## config.mk

```make
export PLATFORM = sky130hd
export DESIGN_NAME = sram_ctl
export DESIGN_NICKNAME = d
export VERILOG_FILES = /design/src/rtl/sram_ctl_pkg.sv /design/src/rtl/sram_ctl_fsm.sv /design/src/rtl/sram_ctl_pins.sv /design/src/rtl/sram_ctl_datapath.sv /design/src/rtl/sram_ctl.sv
export SDC_FILE = /design/constraint.sdc
export NUM_CORES = 1
export LEC_CHECK = 0
export ABC_AREA = 1
export ABC_CLOCK_PERIOD_IN_PS = 1400
export BUFFER_PORTS_ARGS = -buffer_cell sky130_fd_sc_hd__buf_4
export CAP_MARGIN = 20
export CORE_ASPECT_RATIO = 1.75
export CORE_MARGIN = 2
export CORE_UTILIZATION = 41
export DETAILED_ROUTE_END_ITERATION = 8
export HOLD_SLACK_MARGIN = 0.12
export MAX_ROUTING_LAYER = met4
export PLACE_DENSITY = 0.78
export SLEW_MARGIN = 30
export SYNTH_ARGS = -nofsm -noshare
export SYNTH_HDL_FRONTEND = slang
export SYNTH_HIERARCHICAL = 1
export SYNTH_SLANG_ARGS = --single-unit
```

## constraint.sdc

```tcl
create_clock -name clk -period 1.4 [get_ports clk]
set_clock_uncertainty 0.15 [all_clocks]
set_input_delay 0.28 -clock clk [delete_from_list [all_inputs] [get_ports clk]]
set_output_delay 0.28 -clock clk [all_outputs]
set_load 0.05 [all_outputs]
```

## src/rtl/sram_ctl_pkg.sv

```systemverilog
`timescale 1ns/1ps
package sram_ctl_pkg;

  typedef enum logic [2:0] {
    ST_IDLE       = 3'd0,
    ST_RD_ACCESS  = 3'd1,
    ST_RD_CAPTURE = 3'd2,
    ST_TURN       = 3'd3,
    ST_WR_SETUP   = 3'd4,
    ST_WR_PULSE   = 3'd5,
    ST_WR_HOLD    = 3'd6
  } ctl_state_e;

  typedef struct packed {
    logic ce_n;
    logic we_n;
    logic oe_n;
    logic dq_oe;
    logic ready;
  } pins_t;

  // Round a time up to whole clock cycles, never less than one.
  function automatic int unsigned cycles_for(int unsigned t_ps, int unsigned clk_ps);
    int unsigned n;
    n = (t_ps + clk_ps - 1) / clk_ps;
    return (n == 0) ? 1 : n;
  endfunction

  // Pin levels wanted while the controller sits in a given state.
  function automatic pins_t pins_for(ctl_state_e s);
    pins_t p;
    p.ce_n  = 1'b1;
    p.we_n  = 1'b1;
    p.oe_n  = 1'b1;
    p.dq_oe = 1'b0;
    p.ready = 1'b0;
    case (s)
      ST_IDLE:       p.ready = 1'b1;
      ST_RD_ACCESS:  begin p.ce_n = 1'b0; p.oe_n = 1'b0; end
      ST_RD_CAPTURE: p.ce_n = 1'b0;
      ST_WR_SETUP:   begin p.ce_n = 1'b0; p.dq_oe = 1'b1; end
      ST_WR_PULSE:   begin p.ce_n = 1'b0; p.we_n = 1'b0; p.dq_oe = 1'b1; end
      ST_WR_HOLD:    begin p.ce_n = 1'b0; p.dq_oe = 1'b1; end
      default:       p.ready = 1'b0;
    endcase
    return p;
  endfunction

endpackage

```

## src/rtl/sram_ctl_fsm.sv

```systemverilog
`timescale 1ns/1ps
module sram_ctl_fsm
  import sram_ctl_pkg::*;
#(
  parameter int unsigned ACC_CYC = 1,
  parameter int unsigned WP_CYC  = 1,
  parameter int unsigned CNT_W   = 1
) (
  input  logic       clk,
  input  logic       rst_n,
  input  logic       req_valid,
  input  logic       req_write,
  output ctl_state_e state_o,
  output ctl_state_e next_o,
  output logic       accept_o,
  output logic       capture_o
);

  ctl_state_e       state_q, state_d;
  logic [CNT_W-1:0] cnt_q, cnt_d;
  logic             after_rd_q, after_rd_d;
  logic             cnt_zero;

  assign cnt_zero  = (cnt_q == '0);
  assign accept_o  = (state_q == ST_IDLE) && req_valid;
  assign capture_o = (state_q == ST_RD_ACCESS) && cnt_zero;
  assign state_o   = state_q;
  assign next_o    = state_d;

  always_comb begin
    state_d    = state_q;
    cnt_d      = cnt_q;
    after_rd_d = after_rd_q;
    case (state_q)
      ST_IDLE: begin
        if (req_valid) begin
          after_rd_d = 1'b0;
          if (req_write) begin
            state_d = after_rd_q ? ST_TURN : ST_WR_SETUP;
          end else begin
            state_d = ST_RD_ACCESS;
            cnt_d   = CNT_W'(ACC_CYC - 1);
          end
        end
      end
      ST_RD_ACCESS: begin
        if (cnt_zero) state_d = ST_RD_CAPTURE;
        else          cnt_d   = cnt_q - 1'b1;
      end
      ST_RD_CAPTURE: begin
        after_rd_d = 1'b1;
        state_d    = ST_IDLE;
      end
      ST_TURN:     state_d = ST_WR_SETUP;
      ST_WR_SETUP: begin
        state_d = ST_WR_PULSE;
        cnt_d   = CNT_W'(WP_CYC - 1);
      end
      ST_WR_PULSE: begin
        if (cnt_zero) state_d = ST_WR_HOLD;
        else          cnt_d   = cnt_q - 1'b1;
      end
      ST_WR_HOLD:  state_d = ST_IDLE;
      default:     state_d = ST_IDLE;
    endcase
  end

  always_ff @(posedge clk or negedge rst_n) begin
    if (!rst_n) begin
      state_q    <= ST_IDLE;
      cnt_q      <= '0;
      after_rd_q <= 1'b0;
    end else begin
      state_q    <= state_d;
      cnt_q      <= cnt_d;
      after_rd_q <= after_rd_d;
    end
  end

  assert_turn_then_setup_R7: assert property (@(posedge clk) disable iff (!rst_n)
    (state_q == ST_TURN) |=> (state_q == ST_WR_SETUP));

  assert_hold_then_idle_R5: assert property (@(posedge clk) disable iff (!rst_n)
    (state_q == ST_WR_HOLD) |=> (state_q == ST_IDLE));

endmodule

```

## src/rtl/sram_ctl_pins.sv

```systemverilog
`timescale 1ns/1ps
module sram_ctl_pins
  import sram_ctl_pkg::*;
(
  input  logic       clk,
  input  logic       rst_n,
  input  ctl_state_e next_state,
  output pins_t      pins_o
);

  pins_t pins_q;

  // Registered from the next state so every pin is a flop output.
  always_ff @(posedge clk or negedge rst_n) begin
    if (!rst_n) pins_q <= pins_for(ST_IDLE);
    else        pins_q <= pins_for(next_state);
  end

  assign pins_o = pins_q;

endmodule

```

## src/rtl/sram_ctl_datapath.sv

```systemverilog
`timescale 1ns/1ps
module sram_ctl_datapath #(
  parameter int unsigned AW = 17,
  parameter int unsigned DW = 8
) (
  input  logic          clk,
  input  logic          rst_n,
  input  logic          accept,
  input  logic          capture,
  input  logic [AW-1:0] req_addr,
  input  logic [DW-1:0] req_wdata,
  input  logic [DW-1:0] dq_in,
  output logic [AW-1:0] addr_o,
  output logic [DW-1:0] wdata_o,
  output logic [DW-1:0] rdata_o,
  output logic          rvalid_o
);

  logic [AW-1:0] addr_q;
  logic [DW-1:0] wdata_q, rdata_q;
  logic          rvalid_q;

  always_ff @(posedge clk or negedge rst_n) begin
    if (!rst_n) begin
      addr_q  <= '0;
      wdata_q <= '0;
    end else if (accept) begin
      addr_q  <= req_addr;
      wdata_q <= req_wdata;
    end
  end

  always_ff @(posedge clk or negedge rst_n) begin
    if (!rst_n)       rdata_q <= '0;
    else if (capture) rdata_q <= dq_in;
  end

  always_ff @(posedge clk or negedge rst_n) begin
    if (!rst_n) rvalid_q <= 1'b0;
    else        rvalid_q <= capture;
  end

  assign addr_o   = addr_q;
  assign wdata_o  = wdata_q;
  assign rdata_o  = rdata_q;
  assign rvalid_o = rvalid_q;

endmodule

```

## src/rtl/sram_ctl.sv

```systemverilog
`timescale 1ns/1ps
module sram_ctl
  import sram_ctl_pkg::*;
#(
  parameter int unsigned CLK_PS  = 20000,
  parameter int unsigned T_AA_PS = 15000,
  parameter int unsigned T_OE_PS = 6000,
  parameter int unsigned T_WP_PS = 15000,
  parameter int unsigned AW      = 17,
  parameter int unsigned DW      = 8
) (
  input  logic          clk,
  input  logic          rst_n,
  input  logic          req_valid,
  output logic          req_ready,
  input  logic          req_write,
  input  logic [AW-1:0] req_addr,
  input  logic [DW-1:0] req_wdata,
  output logic [DW-1:0] rd_data,
  output logic          rd_valid,
  output logic          sram_ce_n,
  output logic          sram_we_n,
  output logic          sram_oe_n,
  output logic [AW-1:0] sram_addr,
  output logic [DW-1:0] sram_dq_out,
  input  logic [DW-1:0] sram_dq_in,
  output logic          sram_dq_oe
);

  localparam int unsigned T_RD_PS = (T_AA_PS > T_OE_PS) ? T_AA_PS : T_OE_PS;
  localparam int unsigned ACC_CYC = cycles_for(T_RD_PS, CLK_PS);
  localparam int unsigned WP_CYC  = cycles_for(T_WP_PS, CLK_PS);
  localparam int unsigned CNT_MAX = (ACC_CYC > WP_CYC) ? ACC_CYC : WP_CYC;
  localparam int unsigned CNT_W   = (CNT_MAX > 1) ? $clog2(CNT_MAX) : 1;

  ctl_state_e state, next_state;
  logic       accept, capture;
  pins_t      pins;

  sram_ctl_fsm #(.ACC_CYC(ACC_CYC), .WP_CYC(WP_CYC), .CNT_W(CNT_W)) u_fsm (
    .clk       (clk),
    .rst_n     (rst_n),
    .req_valid (req_valid),
    .req_write (req_write),
    .state_o   (state),
    .next_o    (next_state),
    .accept_o  (accept),
    .capture_o (capture)
  );

  sram_ctl_pins u_pins (
    .clk        (clk),
    .rst_n      (rst_n),
    .next_state (next_state),
    .pins_o     (pins)
  );

  sram_ctl_datapath #(.AW(AW), .DW(DW)) u_dp (
    .clk       (clk),
    .rst_n     (rst_n),
    .accept    (accept),
    .capture   (capture),
    .req_addr  (req_addr),
    .req_wdata (req_wdata),
    .dq_in     (sram_dq_in),
    .addr_o    (sram_addr),
    .wdata_o   (sram_dq_out),
    .rdata_o   (rd_data),
    .rvalid_o  (rd_valid)
  );

  assign sram_ce_n  = pins.ce_n;
  assign sram_we_n  = pins.we_n;
  assign sram_oe_n  = pins.oe_n;
  assign sram_dq_oe = pins.dq_oe;
  assign req_ready  = pins.ready;

  assert_no_contention_R6: assert property (@(posedge clk) disable iff (!rst_n)
    sram_dq_oe |-> (sram_oe_n || !sram_we_n));

  assert_ready_means_idle_R2: assert property (@(posedge clk) disable iff (!rst_n)
    req_ready |-> (sram_ce_n && sram_we_n && sram_oe_n && !sram_dq_oe));

  assert_valid_single_R4: assert property (@(posedge clk) disable iff (!rst_n)
    rd_valid |=> !rd_valid);

  assert_valid_after_read_R9: assert property (@(posedge clk) disable iff (!rst_n)
    rd_valid |-> (!sram_ce_n && sram_oe_n && sram_we_n && !sram_dq_oe));

  assert_write_edge_held_R5: assert property (@(posedge clk) disable iff (!rst_n)
    (!sram_ce_n && sram_we_n && $past(!sram_we_n))
      |-> (sram_dq_oe && $stable(sram_dq_out) && $stable(sram_addr)));

  assert_addr_steady_R8: assert property (@(posedge clk) disable iff (!rst_n)
    (!sram_ce_n && $past(!sram_ce_n)) |-> $stable(sram_addr));

endmodule

```

==> results of run 1 <==
==> per-layer routing <==
layer  track usage  up-vias
met5             -        -
met4        0.0723        0
met3        0.0490        9
met2         0.398       48
met1         0.220      762
li1              -      796
==> sequential cells by signal, summed over array words and instances, names as in the netlist <==
name	flops
u_dp/addr_o	17
u_dp/rdata_o	8
u_dp/rvalid_o	1
u_dp/wdata_o	8
u_fsm/after_rd_q	1
u_fsm/state_o	3
u_pins/pins_o	5
==> cells in the final DEF, fill, tap and decap left out, types with 2 or more instances in the layout <==
master         instances
buf_4                 75
buf_8                  6
clkbuf_1               2
clkbuf_8               5
dfrtp_1               38
dfstp_2                4
dlygate4sd3_1         34
inv_1                  7
nand2_1              115
nand3_1                2
nor2_1                 6
nor2_2                 2
==> per-stage QoR <==
step,hold slack (ns),cells,util,setup slack (ns),area [um2]
floorplan,-0.166,189,-,0.0709,1680
global placement,0.146,310,0.583,0.0668,2280
detailed placement,0.150,310,0.583,0.0109,2280
CTS,0.167,352,0.705,-0.0160,2750
global route,0.218,355,0.725,-0.0421,2830
finish,0.207,355,0.725,-0.00920,2830
==> power by group through the flow <==
stage	Clock (mW)	Combinational [mW]	Sequential, mW
6_report	0.937	4.35	2.23
5_1_grt	1.01	4.63	2.28
4_1_cts	0.958	4.15	2.22
3_5_place_dp	0	4.00	2.21
3_3_place_gp	0	3.92	2.19
2_1_floorplan	0	0.984	4.02
==> timing repair <==
| item | in CTS | in global routing |
|---|---|---|
| pin swaps | 0 | 1 |
| cloned | 0 | 1 |
| endpoints found under the hold margin | 72 | 0 |
| setup buffers | 0 | 2 |
| endpoints found under the setup margin | 7 | 34 |
| hold buffers | 34 | 0 |
| resized for setup | 8 | 13 |
==> kinds of logic after synthesis <==
logic type,count (synthesis),synth area share
simple gates,129,0.294
buf+inv,16,0.0609
compound gates,1,0.00297
flops,43,0.642
==> area by class of cell <==
cell class	instances	area, um2
tap	48	60.1
fill	298	1070
multi-input combinational	130	514
clock buffer	7	76.3
timing repair buffer	116	1020
clock inverter	1	30.0
sequential	43	1080
inverter	10	47.5
==> how the worst max path moves through the flow <==
stage,startpoint,end,cells past startpoint
floorplan,u_fsm/state_o[1]$_DFF_PN0_,u_dp/addr_o[10]$_DFFE_PN0P_,8
global placement,u_fsm/state_o[1]$_DFF_PN0_,u_dp/addr_o[4]$_DFFE_PN0P_,6
detailed placement,u_fsm/state_o[1]$_DFF_PN0_,u_dp/wdata_o[7]$_DFFE_PN0P_,6
CTS,u_pins/pins_o[0]$_DFF_PN1_,req_ready,1
global route,u_pins/pins_o[2]$_DFF_PN1_,sram_oe_n,1
finish,u_pins/pins_o[2]$_DFF_PN1_,sram_oe_n,1
==> results.txt, run 1 <==
The antenna diode instance count is 0. The violation count after the first detailed-routing iteration is 31. For this block, wires on met1 add up to 1.73 mm. The setup slack of the worst register-to-register path is 0.06 ns.

The via count of the first global-routing pass came to 1644. Of the synthesized area, sequential elements account for 0.642. The final reports fail on setup timing. The count of unique library cells instantiated by Yosys came out at 13. The post-route fraction of the period consumed by the critical path came out at 1.01. Headroom to the max-slew limit came out at 0.646. Max-cap violations in this run came to 0.

In the global route stage, overall resource usage came out at 0.217. The shortest clock period the worst path allows after layout is 1.41 ns. The tree is rooted in a clkbuf_8. The clock-pin slew of the registers on the worst-case setup and hold paths is 0.07 ns. Yosys instantiated no cell more often than nand2_1. From synthesis to final layout, the design area changed by 68.0%. The power per standard cell area is 2660 mW/mm2. The final sum of negative setup slack came out at -0.0120 ns. The maximum clock insertion buffer count came out at 2. The first-pass GRT wire length is 7.22 mm. The largest net degree at the start of global routing came out at 44. The required time at the worst-slack endpoint is 0.97 ns. The cell area that synthesis handed to floorplanning was 0.00168 mm2. The overall power is 7.51 mW. At the pin with the least slew margin, the transition time is 0.531 ns. The number of clock sinks is 43. In this run the critical register-to-register path is launched from u_fsm/state_o[1]$_DFF_PN0_.

The synthesized design contains 43 register bits. The initial standard-cell utilization of the core came out at 0.431. The highest metal layer carrying signal wires in the routed design is met4. The area of the core region came out at 0.00390 mm2. The data arrival time at the worst-slack endpoint came out at 0.98 ns.

The run finished, with violations left. The share of power burned in registers is 0.297. In the synthesized netlist the dominant register cell turns out to be dfrtp_1. The horizontal die dimension came out at 52.4 um.

Setup repair after global routing could not meet its margin everywhere. The worst hold path terminates at u_pins/pins_o[2]$_DFF_PN1_. The area share of the leading cell type in the synthesized netlist came out at 0.579. Buffers placed on the I/O ports in this run total 75. The wire length on met3 is 197 um. The pre-antenna-repair detailed-routing pass consisted of 4 iterations. The via-per-instance ratio is 4.55.

The fraction of power spent switching nets came out at 0.499. The clock buffer count from CTS came out at 5. The number of enable-type register cells in the synthesized netlist came out at 0. The net load switching power is 3.75 mW.

The routed wirelength normalized by instance count is 13.5 um. The number of buffer and inverter stages on the critical path is 1. The part of the total power dissipated in combinational logic came out at 0.579. Of the cells placed in the final design, the portion with a size suffix greater than 1 is 0.329.

The final hold violation count came out at 0. The number of routed nets with antenna violations is 0. In this run the static leakage power is 1.54 nW. Among all stages on the critical path, the largest delay is contributed by dfstp_2. Of the total power, the clock network draws 0.125. Averaged over all synthesized cells, the footprint is 8.91 um2. When the netlist entered floorplanning its net count stood at 226.

The endpoint identified for the worst register-to-register timing path is u_dp/addr_o[1]$_DFFE_PN0P_. TritonCTS built the clock tree. The weighted congestion reported at the end of routability-driven placement is 0.769. In this run the count of I/O pins placed on the die edge is 76. At the later pin of the worst-skew pair, clock insertion delay measures 0.29 ns. The count of pins over their slew limit was 0.

The final layout net count is 343. The routed design has 4.78 mm of wire. The signal on the critical path passes through buf_8. The floorplan die area is 0.00466 mm2.

The count of warnings emitted by yosys is 6. The cell depth of the worst hold path came out at 5. The worst setup path is captured at a primary output. The share of synthesized registers carrying an async set or reset came out at 1.00. The maximum fanout along the worst path came out at 1.

The startpoint of the most critical hold path is req_write. The via count came out at 1615. The worst-case reg-to-reg path depth is 6. The overall overflow remaining after global route came out at 0. The cell family contributing the most delay on the critical path is flip-flops. The worst supply voltage drop on vdd came out at 0.00209 V.

dfrtp_1 takes more of the synthesized area than any other cell. The placed wire-length estimate came out at 2.95 mm. The delay of the slowest critical-path stage is 0.55 ns. The maximum clock rate is 0.710 GHz.

The internal power consumption came out at 3.77 mW. The worst setup path is of the reg2out kind. The number of core rows is 30. After synthesis, the cell types taking the most area are dfrtp_1, nand2_1, dfstp_2. The overall die height is 88.8 um. In this run the number of H-tree levels came out at 2. The final setup violation count came out at 2. For this run, design rule violations remaining after detail routing come to 0. The cell count after synthesis came out at 189. The initial antenna violation count came out at 0.

The worst-case setup margin in the final layout is -0.00920 ns. STA classifies the critical path startpoint as a flip-flop. Detailed routing placed a total of 2.78 mm of wire on met2. The tightest min-delay check is of the in2reg type.

Ranked by instance count, the synthesized netlist is headed by nand2_1, dfrtp_1, inv_1.
Power figures use the tool's default switching activity.
==> run 2: changes to the inputs <==
ABC_CLOCK_PERIOD_IN_PS = default   (was 1400)
RECOVER_POWER = 100   (was default)
==> run 2 against run 1 <==
Against the previous run:
- the flow still finishes with violations (setup timing)
- largest power group unchanged
- clock-buffer cell count did not move
- largest cell class unchanged
- design area unchanged
- register-to-register slack about the same
- global-route usage stayed put
==> results.txt, run 2 (same netlist as run 1, synthesis figures left out) <==
The run finished, with violations left. The checks that failed: setup timing. The overall power is 7.51 mW (about the same). The worst setup path is captured at a primary output.

Setup repair after global routing could not meet its margin everywhere. The weighted congestion reported at the end of routability-driven placement is 0.769 (unchanged). The number of clock sinks was 43 (unchanged). The filler-free cell count of the finished design is 355 (unchanged). The antenna diode instance count came to 0 (unchanged).

The post-route fraction of the period consumed by the critical path is 1.01 (unchanged). The final layout net count came out at 343 (unchanged). The number of port buffers came out at 75 (unchanged). The maximum clock rate is 0.710 GHz (unchanged).

The overall die height came out at 88.8 um (unchanged). The via count was 1616 (+0.062%). The via count of the first global-routing pass is 1644 (unchanged). The root cell of the clock tree is clkbuf_8. The final-layout fill cell count is 298 (unchanged). The number of placed I/O pins is 76 (unchanged). The cell total after placement came out at 310 (unchanged).

The shortest clock period the worst path allows after layout is 1.41 ns (unchanged). The cell type of the slowest stage on the worst timing path is dfstp_2. The startpoint-to-endpoint class of the critical path is reg2out. The CTS H-tree depth came to 2 (unchanged). The required time at the worst-slack endpoint came out at 0.97 ns (about the same). The maximum clock insertion buffer count came to 2 (unchanged). The leakage power summed over all cells was 1.54 nW (about the same). The critical path goes through buf_8. The iteration count of the initial detailed-routing pass came to 4 (unchanged).

The count of unresolved DRC violations after routing is 0 (unchanged). The footprint of the flip-flops and latches was 0.00108 mm2 (unchanged). The violation count after the first detailed-routing iteration came out at 32 (+3.2%).

The first-pass GRT wire length is 7.22 mm (unchanged). The cell family contributing the most delay on the critical path is flip-flops. The area taken by multi-input logic gates came out at 514 um2 (unchanged). The library cell used most frequently in the layout, excluding fill and tap cells, is nand2_1.

The number of routed nets with antenna violations came to 0 (unchanged). The later-pin clock latency in the skew report is 0.29 ns (about the same). The count of pins over their slew limit came to 0 (unchanged). The worst-case setup margin in the final layout came out at -0.00920 ns (unchanged). The placed instance area was 0.00228 mm2 (unchanged). The power per standard cell area came out at 2660 mW/mm2 (about the same). The delay of the slowest critical-path stage is 0.55 ns (about the same). The clock-pin slew of the registers on the worst-case setup and hold paths came out at 0.07 ns (about the same). The clock buffer count from CTS came out at 5 (unchanged). The number of buffer and inverter stages on the critical path came out at 1 (unchanged).

The largest net degree at the start of global routing was 44 (unchanged). The area of the core region is 0.00390 mm2 (unchanged). The overall overflow remaining after global route came out at 0 (unchanged). The fraction of layout cells with a size suffix above 1 was 0.326 (-0.00326). The data arrival time at the worst-slack endpoint came out at 0.98 ns (about the same). The clock tree from TritonCTS is built.

The final hold violation count was 0 (unchanged). The area growth from synthesis to final layout came out at 68.0% (unchanged). The global routing usage summed across all routing layers is 0.217 (unchanged). The worst supply voltage drop on vdd is 0.00209 V (about the same).

The floorplan die area is 0.00466 mm2 (unchanged). The worst setup path is launched from a flip-flop. The headroom to the max-slew limit came out at 0.618 (-0.0282). The worst hold slack after final layout was 0.207 ns (unchanged). The routed wirelength normalized by instance count came to 13.5 um (about the same). The via-per-instance ratio came out at 4.55 (about the same). The finished layout cell area came out at 0.00283 mm2 (unchanged). The maximum fanout along the worst path came out at 1 (unchanged). The number of flip-flops in the largest register came out at 17 (unchanged). The horizontal die dimension came to 52.4 um (unchanged). The final setup violation count is 2 (unchanged). The top cell types in the final layout, fill and taps aside, are nand2_1, buf_4, dfrtp_1, dlygate4sd3_1, inv_1. The final wirelength came out at 4.78 mm (about the same). The number of core rows was 30 (unchanged). The transition at the pin with the smallest max-transition slack came out at 0.573 ns (+0.0423 ns).

The initial standard-cell utilization of the core came out at 0.431 (unchanged). The initial antenna violation count came out at 0 (unchanged). The kind of path behind the tightest hold check is in2reg.

The number of maximum-capacitance constraint violations is 0 (unchanged). The placed wire-length estimate came out at 2.95 mm (unchanged).
==> run 2: through the flow <==
stage                     setup TNS, ns  setup WS, ns   util
after floorplan                       0        0.0709      -
after global placement                0        0.0668  0.583
after detailed placement              0        0.0109  0.583
after CTS                       -0.0687       -0.0160  0.705
after global routing             -0.305       -0.0835  0.725
final                           -0.0120      -0.00920  0.725
==> run 2: worst register-to-register path: stages, from the launching register on <==
cell and delay, ns:
dfrtp_2 0.43, nor2_2 0.15, nand3_2 0.12, inv_4 0.14, buf_8 0.15, nand2_1 0.08, nand2_1 0.07
==> run 2: final timing paths <==
| kind | startpoint | to | slack, ns | cells after the start |
|---|---|---|---|---|
| worst max-delay path | u_pins/pins_o[2]$_DFF_PN1_ | sram_oe_n | -0.009 | 1 |
| worst min register to register | u_dp/wdata_o[4]$_DFFE_PN0P_ | u_dp/wdata_o[4]$_DFFE_PN0P_ | 0.33 | 2 |
| max in group asynchronous | rst_n | u_fsm/state_o[1]$_DFF_PN0_ | 0.28 | 2 |
| worst max register to register | u_fsm/state_o[1]$_DFF_PN0_ | u_dp/addr_o[1]$_DFFE_PN0P_ | 0.06 | 6 |
| worst min-delay path | req_write | u_pins/pins_o[2]$_DFF_PN1_ | 0.21 | 5 |
| min in group asynchronous | rst_n | u_dp/addr_o[4]$_DFFE_PN0P_ | 0.38 | 2 |
==> run 2: per-layer routing <==
metal,track usage,part of all wire,vias to the layer above
li1,-,-,797
met1,0.220,0.36,762
met2,0.398,0.58,48
met3,0.0490,0.041,9
met4,0.0723,0.016,0
met5,-,0,-
==> run 2: layout make-up <==
type / count / area share
tap: 48 / 0.0212
inverter: 10 / 0.0168
multi-input combinational: 130 / 0.182
sequential: 43 / 0.383
clock buffer: 7 / 0.0270
timing repair buffer: 116 / 0.360
clock inverter: 1 / 0.0106
==> run 2: repair_timing <==
action / 4_1_cts / 5_1_grt
gates resized for setup: 8 / 13
hold buffers: 34 / 0
pin swaps: 0 / 1
gates cloned: 0 / 1
endpoints found under the setup margin: 7 / 34
endpoints found under the hold margin: 72 / 0
setup buffers: 0 / 2
==> run 2: power by group <==
part,switching [mW],total [mW],internal (mW)
clock,0.404,0.937,0.534
sequential,0.358,2.23,1.87
combinational,2.98,4.35,1.36
